===== src/rtl/ep_dma_pkg.sv =====
package ep_dma_pkg;
  localparam int unsigned EP_N      = 14;
  localparam int unsigned CODE_W    = 4;
  localparam int unsigned BLEN_W    = 4;
  localparam int unsigned CODE_BASE = 2;

  typedef struct packed {
    logic              en;
    logic              ack_only;
    logic              req_hi;
    logic              ack_hi;
    logic [BLEN_W-1:0] blen;
  } dma_mode_t;

  localparam dma_mode_t MODE_RST = '{en: 1'b0, ack_only: 1'b0, req_hi: 1'b1,
                                     ack_hi: 1'b1, blen: '0};
endpackage


===== src/rtl/ep_dma_dec.sv =====
module ep_dma_dec #(
  parameter int unsigned NUM_EP = ep_dma_pkg::EP_N,
  parameter int unsigned CODE_W = ep_dma_pkg::CODE_W
) (
  input  logic [CODE_W-1:0] code_i,
  output logic [NUM_EP-1:0] hot_o
);
  localparam int unsigned BASE = ep_dma_pkg::CODE_BASE;

  for (genvar i = 0; i < NUM_EP; i++) begin : g_dec
    assign hot_o[i] = (code_i == CODE_W'(i + BASE));
  end
endmodule


===== src/rtl/ep_dma_cfg.sv =====
module ep_dma_cfg #(
  parameter int unsigned CODE_W = ep_dma_pkg::CODE_W
) (
  input  logic                  clk_i,
  input  logic                  rst_ni,
  input  logic                  wr_i,
  input  ep_dma_pkg::dma_mode_t mode_i,
  input  logic [CODE_W-1:0]     ep_i,
  input  logic                  busy_i,
  output ep_dma_pkg::dma_mode_t mode_o,
  output logic [CODE_W-1:0]     ep_o
);
  ep_dma_pkg::dma_mode_t mode_q;
  logic [CODE_W-1:0]     ep_q, pend_ep_q;
  logic                  pend_q;

  always_ff @(posedge clk_i or negedge rst_ni) begin
    if (!rst_ni) begin
      mode_q    <= ep_dma_pkg::MODE_RST;
      ep_q      <= '0;
      pend_ep_q <= '0;
      pend_q    <= 1'b0;
    end else begin
      if (wr_i) mode_q <= mode_i;
      // target swap waits for a quiet handshake
      if (wr_i && !busy_i) begin
        ep_q   <= ep_i;
        pend_q <= 1'b0;
      end else if (wr_i) begin
        pend_ep_q <= ep_i;
        pend_q    <= 1'b1;
      end else if (pend_q && !busy_i) begin
        ep_q   <= pend_ep_q;
        pend_q <= 1'b0;
      end
    end
  end

  assign mode_o = mode_q;
  assign ep_o   = ep_q;
endmodule


===== src/rtl/ep_dma_req.sv =====
module ep_dma_req #(
  parameter int unsigned NUM_EP = ep_dma_pkg::EP_N,
  parameter int unsigned BLEN_W = ep_dma_pkg::BLEN_W
) (
  input  logic              clk_i,
  input  logic              rst_ni,
  input  logic              en_i,
  input  logic              req_hi_i,
  input  logic [BLEN_W-1:0] blen_i,
  input  logic [NUM_EP-1:0] tgt_hot_i,
  input  logic [NUM_EP-1:0] ep_dir_i,
  input  logic [NUM_EP-1:0] ep_has_data_i,
  input  logic [NUM_EP-1:0] ep_has_space_i,
  input  logic              dack_act_i,
  input  logic              dma_stb_i,
  output logic              dreq_o,
  output logic              tgt_dir_o,
  output logic              tgt_ready_o,
  output logic              busy_o
);
  logic              req_q, req_d;
  logic [BLEN_W-1:0] cnt_q, cnt_d;
  logic [NUM_EP-1:0] ready_vec;
  logic              last;

  assign ready_vec   = (ep_dir_i & ep_has_space_i) | (~ep_dir_i & ep_has_data_i);
  assign tgt_ready_o = |(tgt_hot_i & ready_vec);
  assign tgt_dir_o   = |(tgt_hot_i & ep_dir_i);
  // >= guards against a shorter length written mid-burst
  assign last        = dma_stb_i && (cnt_q >= blen_i);

  always_comb begin
    req_d = req_q;
    cnt_d = cnt_q;
    if (!en_i || !tgt_ready_o) begin
      req_d = 1'b0;
      cnt_d = '0;
    end else if (last) begin
      req_d = 1'b0;
      cnt_d = '0;
    end else if (dma_stb_i) begin
      cnt_d = cnt_q + 1'b1;
    end else if (!req_q && !dack_act_i) begin
      req_d = 1'b1;
    end
  end

  always_ff @(posedge clk_i or negedge rst_ni) begin
    if (!rst_ni) begin
      req_q <= 1'b0;
      cnt_q <= '0;
    end else begin
      req_q <= req_d;
      cnt_q <= cnt_d;
    end
  end

  assign busy_o = dack_act_i || (cnt_q != '0);
  assign dreq_o = req_q ^ ~req_hi_i;
endmodule


===== src/rtl/ep_dma_route.sv =====
module ep_dma_route #(
  parameter int unsigned NUM_EP = ep_dma_pkg::EP_N,
  parameter int unsigned CODE_W = ep_dma_pkg::CODE_W
) (
  input  logic              clk_i,
  input  logic              rst_ni,
  input  logic              ack_only_i,
  input  logic              ack_hi_i,
  input  logic              dack_i,
  input  logic [NUM_EP-1:0] tgt_hot_i,
  input  logic              tgt_dir_i,
  input  logic              io_sel_we_i,
  input  logic [CODE_W-1:0] io_sel_i,
  input  logic              io_rd_i,
  input  logic              io_wr_i,
  output logic [NUM_EP-1:0] ep_rd_o,
  output logic [NUM_EP-1:0] ep_wr_o,
  output logic              dma_stb_o,
  output logic              dack_act_o
);
  logic [CODE_W-1:0] io_q;
  logic [NUM_EP-1:0] io_hot;
  logic              ack_q, dack_act;

  assign dack_act = (dack_i == ack_hi_i);

  always_ff @(posedge clk_i or negedge rst_ni) begin
    if (!rst_ni) begin
      io_q  <= '0;
      ack_q <= 1'b0;
    end else begin
      if (io_sel_we_i) io_q <= io_sel_i;
      ack_q <= dack_act;
    end
  end

  ep_dma_dec #(.NUM_EP(NUM_EP), .CODE_W(CODE_W)) u_io_dec (
    .code_i(io_q),
    .hot_o (io_hot)
  );

  assign dma_stb_o = ack_only_i ? (dack_act && !ack_q)
                                : (dack_act && (tgt_dir_i ? io_wr_i : io_rd_i));

  always_comb begin
    if (dack_act) begin
      ep_rd_o = tgt_dir_i ? '0 : (tgt_hot_i & {NUM_EP{dma_stb_o}});
      ep_wr_o = tgt_dir_i ? (tgt_hot_i & {NUM_EP{dma_stb_o}}) : '0;
    end else begin
      ep_rd_o = io_hot & {NUM_EP{io_rd_i}};
      ep_wr_o = io_hot & {NUM_EP{io_wr_i}};
    end
  end

  assign dack_act_o = dack_act;
endmodule


===== src/rtl/ep_dma_hs.sv =====
module ep_dma_hs #(
  parameter int unsigned NUM_EP = ep_dma_pkg::EP_N,
  parameter int unsigned CODE_W = ep_dma_pkg::CODE_W
) (
  input  logic                          clk_i,
  input  logic                          rst_ni,
  input  logic                          cfg_we_i,
  input  logic                          cfg_en_i,
  input  logic [CODE_W-1:0]             cfg_ep_i,
  input  logic [ep_dma_pkg::BLEN_W-1:0] cfg_blen_i,
  input  logic                          cfg_ack_only_i,
  input  logic                          cfg_req_hi_i,
  input  logic                          cfg_ack_hi_i,
  input  logic [NUM_EP-1:0]             ep_dir_i,
  input  logic [NUM_EP-1:0]             ep_has_data_i,
  input  logic [NUM_EP-1:0]             ep_has_space_i,
  input  logic                          io_sel_we_i,
  input  logic [CODE_W-1:0]             io_sel_i,
  input  logic                          io_rd_i,
  input  logic                          io_wr_i,
  input  logic                          dack_i,
  output logic                          dreq_o,
  output logic [NUM_EP-1:0]             ep_rd_o,
  output logic [NUM_EP-1:0]             ep_wr_o
);
  localparam int unsigned BLEN_W = ep_dma_pkg::BLEN_W;

  ep_dma_pkg::dma_mode_t mode_in, mode_q;
  logic [CODE_W-1:0]     tgt_ep;
  logic [NUM_EP-1:0]     tgt_hot;
  logic                  tgt_dir, tgt_ready, busy, dma_stb, dack_act;

  assign mode_in = '{en: cfg_en_i, ack_only: cfg_ack_only_i, req_hi: cfg_req_hi_i,
                     ack_hi: cfg_ack_hi_i, blen: cfg_blen_i};

  ep_dma_cfg #(.CODE_W(CODE_W)) u_cfg (
    .clk_i (clk_i),
    .rst_ni(rst_ni),
    .wr_i  (cfg_we_i),
    .mode_i(mode_in),
    .ep_i  (cfg_ep_i),
    .busy_i(busy),
    .mode_o(mode_q),
    .ep_o  (tgt_ep)
  );

  ep_dma_dec #(.NUM_EP(NUM_EP), .CODE_W(CODE_W)) u_tgt_dec (
    .code_i(tgt_ep),
    .hot_o (tgt_hot)
  );

  ep_dma_req #(.NUM_EP(NUM_EP), .BLEN_W(BLEN_W)) u_req (
    .clk_i         (clk_i),
    .rst_ni        (rst_ni),
    .en_i          (mode_q.en),
    .req_hi_i      (mode_q.req_hi),
    .blen_i        (mode_q.blen),
    .tgt_hot_i     (tgt_hot),
    .ep_dir_i      (ep_dir_i),
    .ep_has_data_i (ep_has_data_i),
    .ep_has_space_i(ep_has_space_i),
    .dack_act_i    (dack_act),
    .dma_stb_i     (dma_stb),
    .dreq_o        (dreq_o),
    .tgt_dir_o     (tgt_dir),
    .tgt_ready_o   (tgt_ready),
    .busy_o        (busy)
  );

  ep_dma_route #(.NUM_EP(NUM_EP), .CODE_W(CODE_W)) u_route (
    .clk_i      (clk_i),
    .rst_ni     (rst_ni),
    .ack_only_i (mode_q.ack_only),
    .ack_hi_i   (mode_q.ack_hi),
    .dack_i     (dack_i),
    .tgt_hot_i  (tgt_hot),
    .tgt_dir_i  (tgt_dir),
    .io_sel_we_i(io_sel_we_i),
    .io_sel_i   (io_sel_i),
    .io_rd_i    (io_rd_i),
    .io_wr_i    (io_wr_i),
    .ep_rd_o    (ep_rd_o),
    .ep_wr_o    (ep_wr_o),
    .dma_stb_o  (dma_stb),
    .dack_act_o (dack_act)
  );
endmodule


===== config.mk =====
export PLATFORM = sky130hd
export DESIGN_NAME = ep_dma_hs
export DESIGN_NICKNAME = d
export VERILOG_FILES = /design/src/rtl/ep_dma_pkg.sv /design/src/rtl/ep_dma_dec.sv /design/src/rtl/ep_dma_cfg.sv /design/src/rtl/ep_dma_req.sv /design/src/rtl/ep_dma_route.sv /design/src/rtl/ep_dma_hs.sv
export SDC_FILE = /design/constraint.sdc
export NUM_CORES = 1
export LEC_CHECK = 0
export BUFFER_PORTS_ARGS = -buffer_cell sky130_fd_sc_hd__buf_4
export CELL_PAD_IN_SITES_DETAIL_PLACEMENT = 0
export CELL_PAD_IN_SITES_GLOBAL_PLACEMENT = 2
export CORE_ASPECT_RATIO = 1.5
export CORE_MARGIN = 8
export CORE_UTILIZATION = 30
export DETAILED_ROUTE_END_ITERATION = 7
export HOLD_SLACK_MARGIN = 0.08
export PLACE_DENSITY = 0.82
export SYNTH_ARGS = -nofsm -noshare
export SYNTH_HDL_FRONTEND = slang
export SYNTH_HIERARCHICAL = 1
export SYNTH_SLANG_ARGS = --single-unit

===== constraint.sdc =====
create_clock -name clk_i -period 3 [get_ports clk_i]
set_input_delay 0.45 -clock clk_i [delete_from_list [all_inputs] [get_ports clk_i]]
set_output_delay 0.45 -clock clk_i [all_outputs]
set_load 0.05 [all_outputs]

==> impl_results.md <==
- Worst Path Max Fanout: 14
- Full die area: 11400 µm²
- Worst r2r path cells: 13
- Final Hold Vio Count: 0
- Crit path DAT: 2520 ps
- Worst Setup Start Kind: flop
- Vias in the first global route: ~2.5k
- Dpl cell area: approximately 3300 µm²
- Io pins: 94
- Die width: 90.0 µm
- Final min period: 2970 ps
- Initial antenna violation count: 0
- Worst hold margin: 101 ps
- P_sw: 923 µW
- Fin area: 3600 µm²
- Via count: 2334
- Reg2reg setup slack: 360 ps
- Net Sw Frac: 0.414
- DR pass1 iterations: 4
- Internal power: 1310 µW
- Total CTS buffers: 3
- Unrepaired setup endpoints after global routing: yes
- Crit path kind: reg2out
- DR iter-0 viols: 91
- Final Max Tran Viols: 0
- Clk pwr share: 0.136
- Total core area: around 8000 µm²
- Largest net degree at the start of global routing: 28
- Clock sinks: 27
- Syn_area_per_cell: 11.3 µm²
- Worst-case clock buffer depth: 2
- PwrDens: 619 nW/µm²
- Max VDD drop: between 0.0005 and 0.0006 V
- Pleak: about 0.0017 µW
- Wirelength per Cell: 17.9 µm
- Grt total ovfl: 0
- CTS H-tree depth: 1
- HPWL Detailed: 6.32 mm
- Hold Crit Class: in2async
- PortBufs: 93
- Clock-pin slew on the worst setup and hold paths: 70 ps
- Syn nets: 289
- Worst endpoint required time: around 2600 ps
- Max-Cap Viols: 0
- Clock Latency Late Sink: 260 ps
- Final non-filler cell total: 438
- Setup TNS Final: 0 ps
- Root Driver: clkbuf_16
- Area growth from synthesis to layout: 46.0%
- GRT Util Overall: 0.133
- Worst Clk Skew: around 7.3 ps
- Remaining DRCs: 0
- Reg power frac: 0.256
- Final wirelength: slightly below 8 mm
- Worst-Margin Slew: roughly 540 ps
- Setup crit end kind: output pin
- Worst r2r dst: u_req/cnt_q[0]$_DFFE_PN0P_
- Comb power frac: 0.608
- Global-route wire length before repair: ~13 mm
- Status: completed
- Period utilization: 0.992
- Worst r2r src: u_cfg/ep_o[1]$_DFFE_PN0P_
- Final core occ: 0.450
- CTS tree: built
- Peak Freq: around 0.34 GHz
- Site Rows: 40
- Starting Density: 0.308
- Die height: 127 µm
- Worst rel slew slack: 0.643
- Post-DRT Antenna Nets: 0
- Syn Inst Count: roughly 220
- # diodes: 0
- Setup violators final: 0
- Ys Warns: 6
- Final nets: 405
- Synth Cell Area: 2470 µm²
- DR vias/cell: 5.33
- Inst Count DP: approximately 420
- GPL Wtd Cong: roughly 0.83
- Fraction of layout instances using a drive strength above 1: 0.568
## flip-flops by register name, indices dropped and copies added (netlist names)
name             count
u_cfg/pend_ep_q      4
u_cfg/pend_q         1
u_route/ack_q        1
u_req/req_q          1
u_cfg/ep_o           4
u_cfg/mode_o         8
u_route/io_q         4
u_req/cnt_q          4
## cells in the final DEF, fill, tap and decap left out, drive strengths merged, types with 6 or more instances in the layout
cell / count
buf: 126
mux2: 30
a22o: 29
dfrtp: 25
and4bb: 12
inv: 11
a22oi: 11
nor2: 10
and4b: 8
ha: 6
nor4b: 6
## worst max-delay path, stage by stage, from the launching register on
cell       delay (ps)
dfrtp_2           470
buf_4             160
and4bb_1          230
a221oi_2          300
nand4_1           160
buf_4             180
a2111oi_4         240
buf_12            190
a22o_2            180
buf_8             150
## cell type report
class | instances | area (µm²)
fill | 796 | 4410
multi-input combinational | 165 | 1620
timing repair buffer | 126 | 1050
sequential | 27 | 683
tap | 105 | 131
clock buffer | 3 | 75.1
inverter | 11 | 41.3
clock inverter | 1 | 5.00
## power by group through the flow
stage          clock network, µW  logic (µW)  registers, µW
6_report                     303        1350            570
5_1_grt                      324        1450            591
4_1_cts                      313        1350            569
3_5_place_dp                   0        1170            604
3_3_place_gp                   0        1170            595
2_1_floorplan                  0         851            515
## worst max-delay path by stage
stage,from,endpoint,slack [ps],cells after the start
finish,u_cfg/ep_o[1]$_DFFE_PN0P_,ep_rd_o[1],30,9
global route,u_cfg/ep_o[1]$_DFFE_PN0P_,ep_rd_o[1],-110,10
CTS,u_cfg/ep_o[1]$_DFFE_PN0P_,ep_rd_o[1],1,10
detailed placement,u_cfg/ep_o[0]$_DFFE_PN0P_,ep_wr_o[11],-70,8
global placement,u_cfg/ep_o[0]$_DFFE_PN0P_,ep_wr_o[11],-60,8
floorplan,u_cfg/ep_o[1]$_DFFE_PN0P_,ep_rd_o[12],160,9
## metal layers
| layer | share of wire | GRT usage |
|---|---|---|
| met5 | 0 | 0 |
| met4 | 0.025 | 0.0472 |
| met3 | 0.061 | 0.0252 |
| met2 | 0.49 | 0.236 |
| met1 | 0.42 | 0.155 |
## timing repair
| item | in CTS | in global routing |
|---|---|---|
| setup buffers | 10 | 0 |
| endpoints found under the setup margin | 28 | 28 |
| gates resized for setup | 21 | 8 |
| pin swaps | 1 | 1 |
| hold buffers | 0 | 0 |
## metrics by stage
stage | setup slack, ps | total power, µW
after floorplan | 158 | 1370
after global placement | -63.3 | 1760
after detailed placement | -68.3 | 1770
after CTS | 0.952 | 2230
after global routing | -107 | 2360
final | 25.2 | 2230
(Power assumes the default switching activity.)
